**config.mk**
```make
export PLATFORM = sky130hd
export DESIGN_NAME = cs_hold_trig
export DESIGN_NICKNAME = d
export VERILOG_FILES = /design/src/rtl/cs_hold_pkg.sv /design/src/rtl/cs_cfg_reg.sv /design/src/rtl/cs_term_eval.sv /design/src/rtl/cs_hold_out.sv /design/src/rtl/cs_hold_trig.sv
export SDC_FILE = /design/constraint.sdc
export NUM_CORES = 1
export LEC_CHECK = 0
export CORE_AREA = 2 2 39 41
export CTS_BUF_LIST = sky130_fd_sc_hd__clkbuf_16
export DETAILED_ROUTE_END_ITERATION = 10
export DIE_AREA = 0 0 41 43
export DONT_BUFFER_PORTS = 1
export PLACE_DENSITY = 0.66
export SLEW_MARGIN = 20
export SYNTH_ARGS = -nofsm -noshare
export SYNTH_HDL_FRONTEND = slang
export SYNTH_HIERARCHICAL = 1
export SYNTH_SLANG_ARGS = --single-unit
```
**constraint.sdc**
```tcl
create_clock -name clk -period 3.1 [get_ports clk]
set_input_delay 0.155 -clock clk [delete_from_list [all_inputs] [get_ports clk]]
set_output_delay 0.155 -clock clk [all_outputs]
set_load 0.05 [all_outputs]
```
**src/rtl/cs_hold_pkg.sv**
```systemverilog
package cs_hold_pkg;
  localparam int CS_NCH   = 3;
  localparam int CS_REG_W = 8;

  // Control byte layout, most significant field first
  typedef struct packed {
    logic              inv;
    logic              hi_on_en;
    logic              hi_off_en;
    logic              lo_on_en;
    logic              lo_off_en;
    logic [CS_NCH-1:0] ch_use;
  } cs_cfg_t;

  // Product over the used channels; an unused channel contributes TRUE
  function automatic logic cs_all_used(input logic [CS_NCH-1:0] lvl,
                                       input logic [CS_NCH-1:0] use_m);
    return &(lvl | ~use_m);
  endfunction
endpackage

```
**src/rtl/cs_cfg_reg.sv**
```systemverilog
module cs_cfg_reg
  import cs_hold_pkg::*;
#(
  parameter int W = CS_REG_W
) (
  input  logic         clk,
  input  logic         rst_n,
  input  logic         wr,
  input  logic [W-1:0] wdata,
  output logic [W-1:0] rdata,
  output cs_cfg_t      cfg
);
  logic [W-1:0] cfg_q;

  always_ff @(posedge clk or negedge rst_n) begin
    if (!rst_n)  cfg_q <= '0;
    else if (wr) cfg_q <= wdata;
  end

  assign rdata = cfg_q;
  assign cfg   = cs_cfg_t'(cfg_q);


  wr_store_chk: assert property (@(posedge clk) disable iff (!rst_n)
    wr |=> rdata == $past(wdata));

  idle_keep_chk: assert property (@(posedge clk) disable iff (!rst_n)
    !wr |=> $stable(rdata));
endmodule

```
**src/rtl/cs_term_eval.sv**
```systemverilog
module cs_term_eval
  import cs_hold_pkg::*;
#(
  parameter int NCH = CS_NCH
) (
  input  logic           clk,
  input  logic           rst_n,
  input  cs_cfg_t        cfg,
  input  logic [NCH-1:0] pwm_hi,
  input  logic [NCH-1:0] pwm_lo,
  output logic [3:0]     terms,
  output logic           raw
);
  localparam int NTERM = 4;

  logic [NCH-1:0] hi_on_f, hi_off_f, lo_on_f, lo_off_f;
  logic [NTERM-1:0] prod, en;

  // One factor per channel and per sense; an unused channel is TRUE
  for (genvar i = 0; i < NCH; i++) begin : g_ch
    assign hi_on_f[i]  = ~cfg.ch_use[i] |  pwm_hi[i];
    assign hi_off_f[i] = ~cfg.ch_use[i] | ~pwm_hi[i];
    assign lo_on_f[i]  = ~cfg.ch_use[i] |  pwm_lo[i];
    assign lo_off_f[i] = ~cfg.ch_use[i] | ~pwm_lo[i];
  end

  assign prod  = {&hi_on_f, &hi_off_f, &lo_on_f, &lo_off_f};
  assign en    = {cfg.hi_on_en, cfg.hi_off_en, cfg.lo_on_en, cfg.lo_off_en};
  assign terms = prod & en;
  assign raw   = |terms;


  hi_on_term_chk: assert property (@(posedge clk) disable iff (!rst_n)
    (cfg.hi_on_en && cs_all_used(pwm_hi, cfg.ch_use)) |-> raw);

  lo_off_term_chk: assert property (@(posedge clk) disable iff (!rst_n)
    (cfg.lo_off_en && cs_all_used(~pwm_lo, cfg.ch_use)) |-> raw);

  all_masked_chk: assert property (@(posedge clk) disable iff (!rst_n)
    (cfg.ch_use == '0 && en != '0) |-> raw);

  no_enable_chk: assert property (@(posedge clk) disable iff (!rst_n)
    (en == '0) |-> !raw);
endmodule

```
**src/rtl/cs_hold_out.sv**
```systemverilog
module cs_hold_out (
  input  logic clk,
  input  logic rst_n,
  input  logic inv,
  input  logic raw,
  output logic hold,
  output logic trig
);
  logic hold_d, hold_q, prev_q;

  assign hold_d = inv ^ raw;

  always_ff @(posedge clk or negedge rst_n) begin
    if (!rst_n) begin
      hold_q <= 1'b0;
      prev_q <= 1'b0;
    end else begin
      hold_q <= hold_d;
      prev_q <= hold_q;
    end
  end

  assign hold = hold_q;
  assign trig = hold_q & ~prev_q;


  trig_one_cycle_chk: assert property (@(posedge clk) disable iff (!rst_n)
    trig |=> !trig);

  trig_needs_hold_chk: assert property (@(posedge clk) disable iff (!rst_n)
    trig |-> hold);

  rise_gives_trig_chk: assert property (@(posedge clk) disable iff (!rst_n)
    $rose(hold) |-> trig);
endmodule

```
**src/rtl/cs_hold_trig.sv**
```systemverilog
module cs_hold_trig
  import cs_hold_pkg::*;
(
  input  logic                clk,
  input  logic                rst_n,
  input  logic                reg_wr,
  input  logic [CS_REG_W-1:0] reg_wdata,
  output logic [CS_REG_W-1:0] reg_rdata,
  input  logic [CS_NCH-1:0]   pwm_hi,
  input  logic [CS_NCH-1:0]   pwm_lo,
  output logic                hold,
  output logic                adc_trig
);
  cs_cfg_t    cfg;
  logic [3:0] terms;
  logic       raw;

  cs_cfg_reg #(.W(CS_REG_W)) u_reg (
    .clk(clk), .rst_n(rst_n), .wr(reg_wr), .wdata(reg_wdata),
    .rdata(reg_rdata), .cfg(cfg)
  );

  cs_term_eval #(.NCH(CS_NCH)) u_eval (
    .clk(clk), .rst_n(rst_n), .cfg(cfg), .pwm_hi(pwm_hi), .pwm_lo(pwm_lo),
    .terms(terms), .raw(raw)
  );

  cs_hold_out u_out (
    .clk(clk), .rst_n(rst_n), .inv(cfg.inv), .raw(raw),
    .hold(hold), .trig(adc_trig)
  );


  hold_follows_chk: assert property (@(posedge clk) disable iff (!rst_n)
    (terms == '0 && $stable(cfg) && $stable(terms)) |=> hold == $past(cfg.inv));
endmodule

```
* After elaboration in Yosys (flattened, before gate mapping) *
Cells that the tools add are included.

cells by class
  bitwise logic cells = 25
  reductions and logical operators = 5

operator list
  kind              count
  $or 1x1->1        12
  $reduce_and 3->1  4
  $not 1->1         10
  $and 4x4->4       1
  $reduce_or 4->1   1
  $and 1x1->1       1
  $xor 1x1->1       1

storage, ports and cells
  register bits after elaboration = 10
  input port bits = 17
  output and inout bits = 10

* Logic depth before layout (Yosys ltp) *
Gate-level depths: netlist (run 1).

  depth in word-level cells = 6
  gate-level depth with buffers = 4
  depth with buffers taken out = 4

* Cells and area by module *
Netlist (run 1), hierarchy kept.

by module, submodules not included
  module        instances  cells an instance  area an instance (µm²)  sequential area each (µm²)
  cs_cfg_reg    1          25                 391.6                   200.2
  cs_term_eval  1          14                 95.1                    0.0
  cs_hold_out   1          4                  65.1                    50.0

* Worst setup path after synthesis (run 1) *
No wires, ideal clock.

  path type = reg-to-output
  from = reg u_out.hold_q (netlist: u_out/hold)
  to = out adc_trig
  arrival time = 1401 ps
  path slack = 1544 ps
  cell stages (with the launch flop) = 2
  path through = dfrtp_1 nor2b_1

on the way
  word-level cells in the longest chain between the ends = 1

RTL lines
  element                 line                text
  from (decl)             cs_hold_out.sv:9    logic hold_d, hold_q, prev_q;
  from (signal assigned)  cs_hold_out.sv:18   hold_q <= hold_d;
  $and 1x1->1             cs_hold_out.sv:24   assign trig = hold_q & ~prev_q;
  to (decl)               cs_hold_trig.sv:12  output logic adc_trig

Every way passes these cells.

* Worst setup path after layout (run 1) *
  from = reg u_reg.cfg_q[2] (netlist: u_reg/cfg[2])
  to = reg u_out.hold_q (netlist: u_out/hold)

on the way
  word-level cells in the longest chain between the ends = 6
  elaborated cells between the ends (all ways) = 12
  those cells by class = 7 x bitwise; 5 x reduce/logical

RTL lines
  element                 line                text
  from (decl)             cs_cfg_reg.sv:13    logic [W-1:0] cfg_q;
  from (signal assigned)  cs_cfg_reg.sv:17    else if (wr) cfg_q <= wdata;
  $not 1->1               cs_term_eval.sv:22  assign hi_off_f[i] = ~cfg.ch_use[i] | ~pwm_hi[i];
  $or 1x1->1              cs_term_eval.sv:22
  $reduce_and 3->1        cs_term_eval.sv:27  assign prod = {&hi_on_f, &hi_off_f, &lo_on_f, &lo_off_f};
  $and 4x4->4             cs_term_eval.sv:29  assign terms = prod & en;
  via terms[2]            cs_hold_trig.sv:15  logic [3:0] terms;
  $reduce_or 4->1         cs_term_eval.sv:30  assign raw = |terms;
  via raw                 cs_hold_trig.sv:16  logic raw;
  $xor 1x1->1             cs_hold_out.sv:11   assign hold_d = inv ^ raw;
  via u_out.hold_d        cs_hold_out.sv:9

The timed path passes the listed nets, and every way through them passes these cells.
A chain may end at the register's enable or synchronous reset.

==> metrics.cfg, run 1 <==
[setup_path]
required_ps=3190
startpoint_type=register
crit_arrival_ps=2010
r2r-start=u_reg/cfg[2]
criticalPathCategory=register to register
cp-end-kind=register
crit_fanout=6
critPathLaunch=u_reg/cfg[2]
ff2ff_path_depth=4

[layout]
nFillCells=128
post-route-util_pct=42.6
nets=57
antennaDiodeCount=0
layout-drive-gt1-share_pct=28.2
multi_input_area_um2=226
final_common_cell=dfrtp_1
seqCellArea_um2=250
mostFrequentLayoutCells=dfrtp_1, mux2_4, clkbuf_16, nand2b_1
syn_to_final_growth_pct=6.80

[global_route]
grt_util_met2_pct=17.2
globalRouteOverflowTotal=0
grt_pass1_vias=341
use_met3_pct=9.42
gr-usage-met1_pct=11.5
grt_pass1_wl_mm=1.40
grt_max_degree=11
antenna_found_initial=0
grt_usage_pct=13.0
busiest_layer=met2

[logic_synthesis]
synth_xor_area_share_pct=1.59
synth_top_family_by_area=multiplexers
ys_ff_latch=10
yosys.area.top_type_share_pct=45.4
synthTopCellsByArea=dfrtp_1, mux2_4, buf_4
synth_compound_area_share_pct=6.80
yosysTopAreaCell=dfrtp_1
ys_types=14
syn_inst=43
synth_nets=60
synth_area_um2=552
yosys-mux-area-fraction_pct=21.8
yosysSeqAreaShare_pct=45.4
postSynthAreaPerCell_um2=12.8
yosys_warnings=6
yosys.area_share.adder_pct=0
yosys.area_share.simple_pct=10.9

[clock_tree]
cts_root_buffer=clkbuf_16
ctsResizeCount=0
cts_max_level=1
cts_tree=built
cts.clk_slew.worst_paths_ps=40
cts.path.max_buffers=2
clkSinkCount=10
cts_buffers=3
clk_latency_ps=230
post_cts_buffers=0

[routing]
via_count=302
drt_iter0_markers=8
routedWlPerCell_um=17.6
vias_per_cell=5.49
dr.pass1.iters=2
antenna_left=0
drc=0
drt-total-wl_um=966

[sta]
tightest_slew_ps=920
drv_slew=0
slew_headroom_pct=38.5
setup_viol_count_final=0
finClkSkew_ps=0.325
max_freq_mhz=520
min_period_ps=1920
min_period_over_period_pct=62.0
finalHoldViolCount=0
rsz0062_at_grt=no
tns_ps=0

[min_path]
hold_path_class=input pin to register
hp-start=reg_wdata[2]
hold_depth=1

[floorplan]
pin_count=27
die_w_um=41
die-area_um2=1760
initial_utilization_pct=39.9
rows=14
die_y_um=43
coreArea_um2=1380

[placed_design]
io_buffers=0
place.gp.congestion=0.754

[pwr]
power_leakage_nw=0.276
vdd_ir_drop_max_mv=0.550
power.density_nw_per_um2=852

[outcome]
status=complete, no violations

[flow_run]
maxCapViolations=0

layout make-up:
class,instances,area share [%]
Multi-Input combinational cell,23,38.4
Inverter,1,0.637
Clock inverter,1,0.637
Timing Repair Buffer,1,1.70
Clock buffer,3,12.7
Sequential cell,10,42.5
Tap cell,16,3.40
cells in the mapped netlist:
library cell / instances
dfrtp_1: 10
buf_4: 8
mux2_4: 8
nand2b_1: 3
a22oi_1: 2
and3_1: 2
nand2_1: 2
o2111a_1: 2
buf_6: 1
inv_1: 1
nor2b_1: 1
or2b_1: 1
or4_1: 1
xor2_1: 1
worst max-delay path, cell delays in order, from the launching register on:
cell and delay (ps):
dfrtp_1 700, a22oi_1 180, and3_1 200, or4_1 530, xor2_1 170
flip-flops by register name, summed over array words and instances, names as in the netlist:
signal,flops
u_reg/cfg,8
u_out/prev_q,1
u_out/hold,1
routing by layer:
layer | vias up | wire length (um)
li1 | 133 | -
met1 | 142 | 347
met2 | 23 | 433
met3 | 4 | 140
met4 | 0 | 45
met5 | - | 0
report_power, final:
group	switching (mW)	internal, mW	total, mW	leakage, nW
clock network	0.0593	0.169	0.228	0.0385
registers	0.0697	0.149	0.218	0.117
logic	0.0269	0.0287	0.0555	0.121
cell families (layout without fill, tap and decap cells):
family,count (synthesis),after routing
muxes,8,8
DFF,10,10
buffers and inverters,10,6
xor gates and xnor gates,1,1
AOI/OAI and AO/OA,4,4
and+or+nand+nor,10,10
what timing repair did:
item / 4_1_cts / 5_1_grt
endpoints found under the hold margin: 10 / 0
setup endpoints to repair: 0 / 0
hold buffers: 1 / 0
worst paths after layout:
path                                end  slack [ps]
min                        u_reg/cfg[2]          60
min reg2reg                u_out/prev_q         700
max reg2reg                  u_out/hold        1180
max in group asynchronous  u_reg/cfg[5]        2480
max                          u_out/hold        1180
min in group asynchronous  u_reg/cfg[0]         310
through the flow:
step	power (mW)	area, um^2	hold slack [ps]	std cells	worst slack (ps)
after floorplan	0.284	552	-141	43	1540
after global placement	0.272	500	-140	50	1190
after detailed placement	0.274	500	-140	50	1170
after CTS	0.507	589	61.2	55	1170
after global routing	0.521	589	63.9	55	1110
final	0.502	589	64.0	55	1180
Note: power is estimated with default switching activity, not from simulation.
==> run 2: changes to the inputs <==
==> constraint.sdc (replaced) <==
create_clock -name clk -period 1.8 [get_ports clk]
set_input_delay 0.09 -clock clk [delete_from_list [all_inputs] [get_ports clk]]
set_output_delay 0.09 -clock clk [all_outputs]
set_load 0.05 [all_outputs]
==> run 2 against run 1 <==
Against the previous run:
- combinational power rose to 4.4 times the previous value
- flip-flop and latch count did not move
- largest cell class unchanged
- via count rose by 16%
- highest routed layer unchanged
- fmax rose by 27%
- count of clock-buffer cells in the layout did not move
- register-to-register slack got worse by 890 ps
==> metrics.cfg, run 2 (synthesized netlist as in run 1, its figures left out) <==
[floorplan]
initial_utilization_pct=39.9
die-area_um2=1760
rows=14
die_w_um=41
pin_count=27
die_y_um=43
coreArea_um2=1380

[setup_path]
criticalPathCategory=register to register
r2r_end=u_out/hold
crit_fanout=5
r2r-start=u_reg/cfg[2]
required_ps=1890
cp-end-kind=register
critPathLaunch=u_reg/cfg[2]
crit_end=u_out/hold
r2r_slack_ps=290
ff2ff_path_depth=4
crit_arrival_ps=1600
startpoint_type=register

[global_route]
globalRouteOverflowTotal=0
grt_usage_pct=13.5
use_met3_pct=8.38
grt_pass1_wl_mm=1.51
grt_util_met2_pct=19.1
grt_pass1_vias=373
grt_max_degree=11
busiest_layer=met2
gr-usage-met1_pct=13.6
antenna_found_initial=0

[clock_tree]
ctsResizeCount=0
post_cts_buffers=0
clk_latency_ps=240
cts.clk_slew.worst_paths_ps=40
cts_root_buffer=clkbuf_16
cts_buffers=3
cts_hold_buffers=6
clkSinkCount=10
cts_max_level=1
cts.path.max_buffers=2
cts_tree=built

[placed_design]
io_buffers=0
place_inst=59
hpwl_um=829
place.gp.congestion=0.761

[flow_run]
maxCapViolations=0

[sta]
tns_ps=0
rsz0062_at_grt=no
tightest_slew_ps=527
drv_slew=0
setup_viol_count_final=0
finClkSkew_ps=5.19
slew_headroom_pct=64.8
max_freq_mhz=661
min_period_over_period_pct=84.0
min_period_ps=1510
finalHoldViolCount=0

[layout]
syn_to_final_growth_pct=29.9
mostFrequentLayoutCells=dfrtp_1, buf_4, mux2_4
antennaDiodeCount=0
largest_register_ffs=8
nets=72
instances_no_fill=70
layout-drive-gt1-share_pct=37.0
final_common_cell=dfrtp_1

[routing]
via_count=349
dr.pass1.iters=4
routedWlPerCell_um=15.0
antenna_left=0
drt_iter0_markers=6
drt-total-wl_mm=1.05
drc=0
vias_per_cell=4.99

[min_path]
hold_path_class=input pin to register
hold_depth=1

[pwr]
vdd_ir_drop_max_mv=0.485
power_leakage_nw=0.345
power.density_nw_per_um2=1280

[outcome]
status=complete, no violations

==> run 2: cell count changes in the layout (fill, tap and decap cells not counted) <==
cell	previous run	this run
buf_4	0	9
dlygate4sd3_1	1	7
==> run 2: through the flow <==
step                      instance area (um^2)  util (%)  power [mW]  worst slack [ps]  hold WS (ps)
final                                      717      51.8       0.920               287          6.50
after detailed placement                   568      41.0       0.518               297          -205
after floorplan                            552         -       0.490               309          -206
after global placement                     568      41.0       0.514               316          -205
after global routing                       717      51.8       0.960               221          3.17
after CTS                                  707      51.1       0.932               282          4.41
==> run 2: layout make-up <==
| cell class | instances | area, um^2 |
|---|---|---|
| clock buffers | 3 | 75.1 |
| flip-flops and latches | 10 | 250 |
| well taps | 16 | 20.0 |
| repair buffers | 16 | 138 |
| inverters | 1 | 3.75 |
| clock inverters | 1 | 3.75 |
| fillers | 123 | 667 |
| multi-input cells | 23 | 226 |
==> run 2: worst min-delay path by stage <==
stage                       from           end
finish              reg_wdata[0]  u_reg/cfg[0]
global route        reg_wdata[0]  u_reg/cfg[0]
CTS                 reg_wdata[5]  u_reg/cfg[5]
detailed placement         rst_n  u_out/prev_q
global placement           rst_n  u_out/prev_q
floorplan                  rst_n    u_out/hold
==> run 2: power by group <==
| part | internal, mW | switching, mW |
|---|---|---|
| Clock | 0.291 | 0.101 |
| Combinational | 0.0955 | 0.149 |
| Sequential | 0.258 | 0.0269 |
| Total | 0.644 | 0.276 |
==> run 2: critical path, stage by stage, from the launching register on <==
cell and delay, ps:
dfrtp_1 390, a22oi_1 110, and3_1 170, or4_1 530, xor2_1 170
==> run 2: layer usage <==
metal / part of all wire [%] / vias up / wire [um]
met5: 0 / - / 0
met2: 48 / 23 / 500
met3: 16 / 3 / 171
met4: 2.7 / 0 / 28
li1: - / 162 / -
met1: 33 / 161 / 349
